[config.mk]
export PLATFORM = sky130hd
export DESIGN_NAME = alarm_match
export DESIGN_NICKNAME = d
export VERILOG_FILES = /design/src/rtl/alarm_match_pkg.sv /design/src/rtl/alarm_regs.sv /design/src/rtl/alarm_mode_dec.sv /design/src/rtl/alarm_cmp.sv /design/src/rtl/alarm_match.sv
export SDC_FILE = /design/constraint.sdc
export NUM_CORES = 1
export LEC_CHECK = 0
export ABC_AREA = 1
export BUFFER_PORTS_ARGS = -buffer_cell sky130_fd_sc_hd__clkbuf_2
export CELL_PAD_IN_SITES_DETAIL_PLACEMENT = 1
export CELL_PAD_IN_SITES_GLOBAL_PLACEMENT = 2
export CORE_ASPECT_RATIO = 1.4
export CORE_UTILIZATION = 27
export CTS_BUF_LIST = sky130_fd_sc_hd__clkbuf_16
export DETAILED_ROUTE_END_ITERATION = 7
export PLACE_DENSITY = 0.81
export SLEW_MARGIN = 40
export SYNTH_ARGS = -nofsm -noshare
export SYNTH_HDL_FRONTEND = slang
export SYNTH_SLANG_ARGS = --single-unit
[constraint.sdc]
create_clock -name clk_i -period 2.9 [get_ports clk_i]
set_input_delay 0.29 -clock clk_i [delete_from_list [all_inputs] [get_ports clk_i]]
set_output_delay 0.29 -clock clk_i [all_outputs]
set_load 0.02 [all_outputs]
[src/rtl/alarm_match_pkg.sv]
package alarm_match_pkg;

  localparam int unsigned FIELD_W = 8;
  localparam int unsigned N_FLD   = 4;
  localparam int unsigned SEL_W   = $clog2(N_FLD);
  localparam int unsigned MSK_BIT = FIELD_W - 1;

  typedef enum logic [SEL_W-1:0] {
    FLD_SEC  = 2'd0,
    FLD_MIN  = 2'd1,
    FLD_HOUR = 2'd2,
    FLD_DATE = 2'd3
  } fld_e;

  typedef enum logic [2:0] {
    RPT_MONTH,
    RPT_DAY,
    RPT_HOUR,
    RPT_MIN,
    RPT_SEC
  } rpt_e;

  typedef logic [FIELD_W-1:0] field_t;
  typedef field_t [N_FLD-1:0] field_arr_t;

  // Bits compared and range-checked per field.
  function automatic field_t field_mask(int unsigned idx);
    case (idx)
      FLD_SEC, FLD_MIN: field_mask = 8'h7F;
      default:          field_mask = 8'h3F;
    endcase
  endfunction

  function automatic int unsigned bcd_value(field_t v);
    bcd_value = int'(v[7:4]) * 10 + int'(v[3:0]);
  endfunction

  function automatic logic field_ok(int unsigned idx, field_t v);
    case (idx)
      FLD_SEC, FLD_MIN: field_ok = bcd_value(v & field_mask(idx)) <= 59;
      FLD_HOUR:         field_ok = bcd_value(v & field_mask(idx)) <= 23;
      default:          field_ok = 1'b1;
    endcase
  endfunction

endpackage

[src/rtl/alarm_regs.sv]
module alarm_regs
  import alarm_match_pkg::*;
#(
  parameter int unsigned NF = N_FLD,
  parameter int unsigned W  = FIELD_W,
  parameter int unsigned SW = SEL_W
) (
  input  logic                  clk_i,
  input  logic                  rst_ni,
  input  logic                  wr_en_i,
  input  logic [SW-1:0]         wr_sel_i,
  input  logic [W-1:0]          wr_data_i,
  output logic [NF-1:0][W-1:0]  alm_o
);

  for (genvar g = 0; g < NF; g++) begin : g_fld
    logic take;
    assign take = wr_en_i && (wr_sel_i == SW'(g)) && field_ok(g, wr_data_i);

    always_ff @(posedge clk_i or negedge rst_ni) begin
      if (!rst_ni)   alm_o[g] <= '0;
      else if (take) alm_o[g] <= wr_data_i;
    end
  end

endmodule

[src/rtl/alarm_mode_dec.sv]
module alarm_mode_dec
  import alarm_match_pkg::*;
#(
  parameter int unsigned NF = N_FLD
) (
  input  logic [NF-1:0] msk_i,
  output rpt_e          rpt_o,
  output logic [NF-1:0] cmp_en_o
);

  // Nesting: date, then hour, then minute masks widen the period downward.
  always_comb begin
    case ({msk_i[FLD_DATE], msk_i[FLD_HOUR], msk_i[FLD_MIN], msk_i[FLD_SEC]})
      4'b0000: rpt_o = RPT_MONTH;
      4'b1000: rpt_o = RPT_DAY;
      4'b1100: rpt_o = RPT_HOUR;
      4'b1110: rpt_o = RPT_MIN;
      default: rpt_o = RPT_SEC;
    endcase
  end

  always_comb begin
    cmp_en_o = '0;
    case (rpt_o)
      RPT_MONTH: cmp_en_o = 4'b1111;
      RPT_DAY:   cmp_en_o = 4'b0111;
      RPT_HOUR:  cmp_en_o = 4'b0011;
      RPT_MIN:   cmp_en_o = 4'b0001;
      default:   cmp_en_o = 4'b0000;
    endcase
  end

endmodule

[src/rtl/alarm_cmp.sv]
module alarm_cmp
  import alarm_match_pkg::*;
#(
  parameter int unsigned NF = N_FLD,
  parameter int unsigned W  = FIELD_W
) (
  input  logic                 clk_i,
  input  logic                 rst_ni,
  input  logic                 tick_i,
  input  logic [NF-1:0][W-1:0] now_i,
  input  logic [NF-1:0][W-1:0] alm_i,
  input  logic [NF-1:0]        cmp_en_i,
  output logic                 irq_o
);

  logic [NF-1:0] eq;
  logic          hit;

  for (genvar g = 0; g < NF; g++) begin : g_eq
    assign eq[g] = ((now_i[g] ^ alm_i[g]) & field_mask(g)) == '0;
  end

  assign hit = &(eq | ~cmp_en_i);

  always_ff @(posedge clk_i or negedge rst_ni) begin
    if (!rst_ni) irq_o <= 1'b0;
    else         irq_o <= tick_i & hit;
  end

endmodule

[src/rtl/alarm_match.sv]
module alarm_match
  import alarm_match_pkg::*;
#(
  parameter int unsigned NF = N_FLD,
  parameter int unsigned W  = FIELD_W,
  parameter int unsigned SW = SEL_W
) (
  input  logic          clk_i,
  input  logic          rst_ni,
  input  logic          tick_i,
  input  logic [W-1:0]  time_sec_i,
  input  logic [W-1:0]  time_min_i,
  input  logic [W-1:0]  time_hour_i,
  input  logic [W-1:0]  time_date_i,
  input  logic          wr_en_i,
  input  logic [SW-1:0] wr_sel_i,
  input  logic [W-1:0]  wr_data_i,
  output logic          irq_o
);

  logic [NF-1:0][W-1:0] alm_q;
  logic [NF-1:0][W-1:0] now;
  logic [NF-1:0]        msk;
  logic [NF-1:0]        cmp_en;
  rpt_e                 rpt;

  assign now[FLD_SEC]  = time_sec_i;
  assign now[FLD_MIN]  = time_min_i;
  assign now[FLD_HOUR] = time_hour_i;
  assign now[FLD_DATE] = time_date_i;

  for (genvar g = 0; g < NF; g++) begin : g_msk
    assign msk[g] = alm_q[g][W-1];
  end

  alarm_regs #(.NF(NF), .W(W), .SW(SW)) u_regs (
    .clk_i     (clk_i),
    .rst_ni    (rst_ni),
    .wr_en_i   (wr_en_i),
    .wr_sel_i  (wr_sel_i),
    .wr_data_i (wr_data_i),
    .alm_o     (alm_q)
  );

  alarm_mode_dec #(.NF(NF)) u_dec (
    .msk_i    (msk),
    .rpt_o    (rpt),
    .cmp_en_o (cmp_en)
  );

  alarm_cmp #(.NF(NF), .W(W)) u_cmp (
    .clk_i    (clk_i),
    .rst_ni   (rst_ni),
    .tick_i   (tick_i),
    .now_i    (now),
    .alm_i    (alm_q),
    .cmp_en_i (cmp_en),
    .irq_o    (irq_o)
  );

endmodule

==> reports/summary.txt <==
DR WL/cell -> 12.33 um
Root Buffer -> clkbuf_16
setup total negative slack -> 0 ns
initial antenna violation count -> 0
nets@finish -> 354
ys flop type -> dfrtp_1
Initial DRC Count -> 56
pwr/cell area -> 607.0 nW/um^2
endpoints failing setup -> 0
Synth top cells by count -> nand2_1, dfrtp_1, inv_1, nor2_1, nand4_1
Int Pwr -> 0.001008 W
FMAX -> 514.3 MHz
CP Class -> in -> reg
endpoint class of the critical path -> flop
drt first pass iters -> 4
Tmin final -> 1.944 ns
clk slew on worst S/H paths -> 0.05 ns
Pleak -> 1.267 nW
CP arrival -> 2.10 ns
share of cells above drive strength 1 -> 0.2226
final hold vios -> 0
fin crit share -> 0.6704
Worst EP required -> 3.06 ns
gpl congestion -> 0.7812
TritonCTS clock tree -> built
Seq pwr share -> 0.408
outcome -> completed
top-count cell post-synth -> nand2_1
worst skew pair latency -> 0.27 ns
CTS Buffer Depth -> 2
largest net degree at the start of global routing -> 32
post-DP HPWL -> 3808 um
HP Class -> in -> async
Congestion Overflow GR -> 0
CTS Buf Count -> 5
DIE HEIGHT -> 104.1 um
Max Cap Violations -> 0
CTS Hold Buffers Added -> 0
sequential-to-total area share from yosys stat -> 0.3856
residual DRC count -> 0
number of top-level pins -> 47
I/O Buffers -> 40
Worst path max stage delay -> 0.44 ns
cell mode on critical path -> nand2_1
post-route ant nets -> 0
Distinct cells, synth -> 27
postcts setup bufs -> 0
die width -> 74.96 um
Syn Std Cell Area -> 2012 sq um
ANT cells -> 0
sw power -> 0.0004689 W
critical path, cell by cell -> clkbuf_2, ha_1, fa_1, nand2_1, nand2_1, nor2_2, nand3_2, nand2_4, nand3_4, nand2_1, nand2_1
CP Max Fanout -> 18
startpoint types -> primary input
standard-cell rows -> 36
RSZ-0062 raised after global routing -> false
Initial Util -> 0.2845
ys async rst share -> 1.000
H-tree depth -> 2
Synth Instances -> 256
Hold Slack -> 0.05838 ns
synth warn -> 0
first-pass GRT wire length -> 8300 um
slew at the pin closest to its max-slew limit -> 0.6900 ns
top cell type's share of synthesized area -> 0.3856
area grow syn2layout -> 20.96%
Post-Route WL -> 4881 um
Synthesized Nets -> 310
R2R setup slack -> 1.81 ns
Max Slew Vio Count -> 0
number of global-route vias before repair -> 1779
clock share of power -> 0.324
Vias/cell -> 4.566
Combinational Power Share -> 0.268
post-synthesis sequential element count -> 31
core area -> 7072 sq um
CTS resizes -> 0
clock skew -> 0.003462 ns
Syn Area/Cell -> 7.859 sq um
cell taking the most area after synthesis -> dfrtp_1
die area -> 7805 sq um
crit path max-delay cell type -> fa_1
switching share of power -> 0.3174
gr usage total -> 0.1382
TritonCTS sink count -> 31
Rel. slew slack -> 0.5400
routed vias -> 1808
Peak supply drop -> 0.1998 mV
Post-synth EDFFs -> 0
Area contributors post-synth -> dfrtp_1, nand2_1, nand4_1
-- layer usage --
| metal | up-vias | GRT usage | wire (um) |
|---|---|---|---|
| met5 | - | 0 | 0 |
| met4 | 0 | 0.04447 | 70 |
| met3 | 5 | 0.02229 | 136 |
| met2 | 29 | 0.2375 | 2521 |
| met1 | 854 | 0.1707 | 2152 |
| li1 | 920 | - | - |
-- layout make-up --
cell class	count	area, sq um
multi-input combinational	198	1112
clock inverter	3	11.26
clock buffer	5	125.1
inverter	24	90.09
fill	902	4638
sequential	31	775.7
timing repair buffer	40	200.2
tap	95	118.9
-- critical path, delay by kind of cell --
kind	cells	cell delay (ns)
buf+inv	1	0.19
simple gates	8	0.92
fa+ha+maj	2	0.70
-- placed cells by master (no fill, tap or decap), drive strengths merged, types with 8 or more instances in the layout --
cell | Yosys | final
nand2 | 93 | 93
clkbuf | 1 | 44
dfrtp | 31 | 31
inv | 24 | 25
nor2 | 24 | 24
nand4 | 18 | 18
nand3 | 18 | 18
xnor2 | 10 | 10
o21ai | 9 | 9
xor2 | 8 | 8
-- final timing paths --
kind / from / endpoint / cells after the start
worst max-delay path: wr_data_i[4] / u_regs.alm_o[5]$_DFFE_PN0P_ / 11
worst min-delay path: rst_ni / u_regs.alm_o[5]$_DFFE_PN0P_ / 1
worst max register to register: u_regs.alm_o[25]$_DFFE_PN0P_ / u_cmp.irq_o$_DFF_PN0_ / 7
worst min register to register: u_regs.alm_o[1]$_DFFE_PN0P_ / u_regs.alm_o[1]$_DFFE_PN0P_ / 2
max in group asynchronous: rst_ni / u_cmp.irq_o$_DFF_PN0_ / 1
min in group clk_i: tick_i / u_cmp.irq_o$_DFF_PN0_ / 3
-- kinds of logic after synthesis --
group           count (synthesis)  share of synthesized area
simple gates                  154                     0.3700
mux                             1                   0.005597
flops                          31                     0.3856
buf+inv                        27                    0.06157
fa+ha+maj                       8                    0.05348
compound gates                 17                    0.04540
xor+xnor                       18                    0.07836
-- power groups by stage --
| stage | sequential [W] | combinational [W] | clock [W] |
|---|---|---|---|
| 2_1_floorplan | 0.000596 | 0.000300 | 0 |
| 3_3_place_gp | 0.000606 | 0.000390 | 0 |
| 3_5_place_dp | 0.000610 | 0.000404 | 0 |
| 4_1_cts | 0.000604 | 0.000405 | 0.000491 |
| 5_1_grt | 0.000617 | 0.000459 | 0.000506 |
| 6_report | 0.000603 | 0.000396 | 0.000479 |
-- state kept, by name, summed over array words and instances (netlist names) --
signal / count
u_regs.alm_o: 30
u_cmp.irq_o: 1
-- stage by stage --
step	setup slack, ns	util	instances	total power, W	area, sq um
global route	0.7737	0.3441	396	0.001581	2434
detailed placement	0.6610	0.3248	388	0.001015	2297
global placement	0.7051	0.3248	388	0.0009956	2297
floorplan	1.087	-	256	0.0008953	2012
finish	0.9558	0.3441	396	0.001477	2434
CTS	0.9400	0.3441	396	0.001500	2434
(Power assumes the default switching activity.)
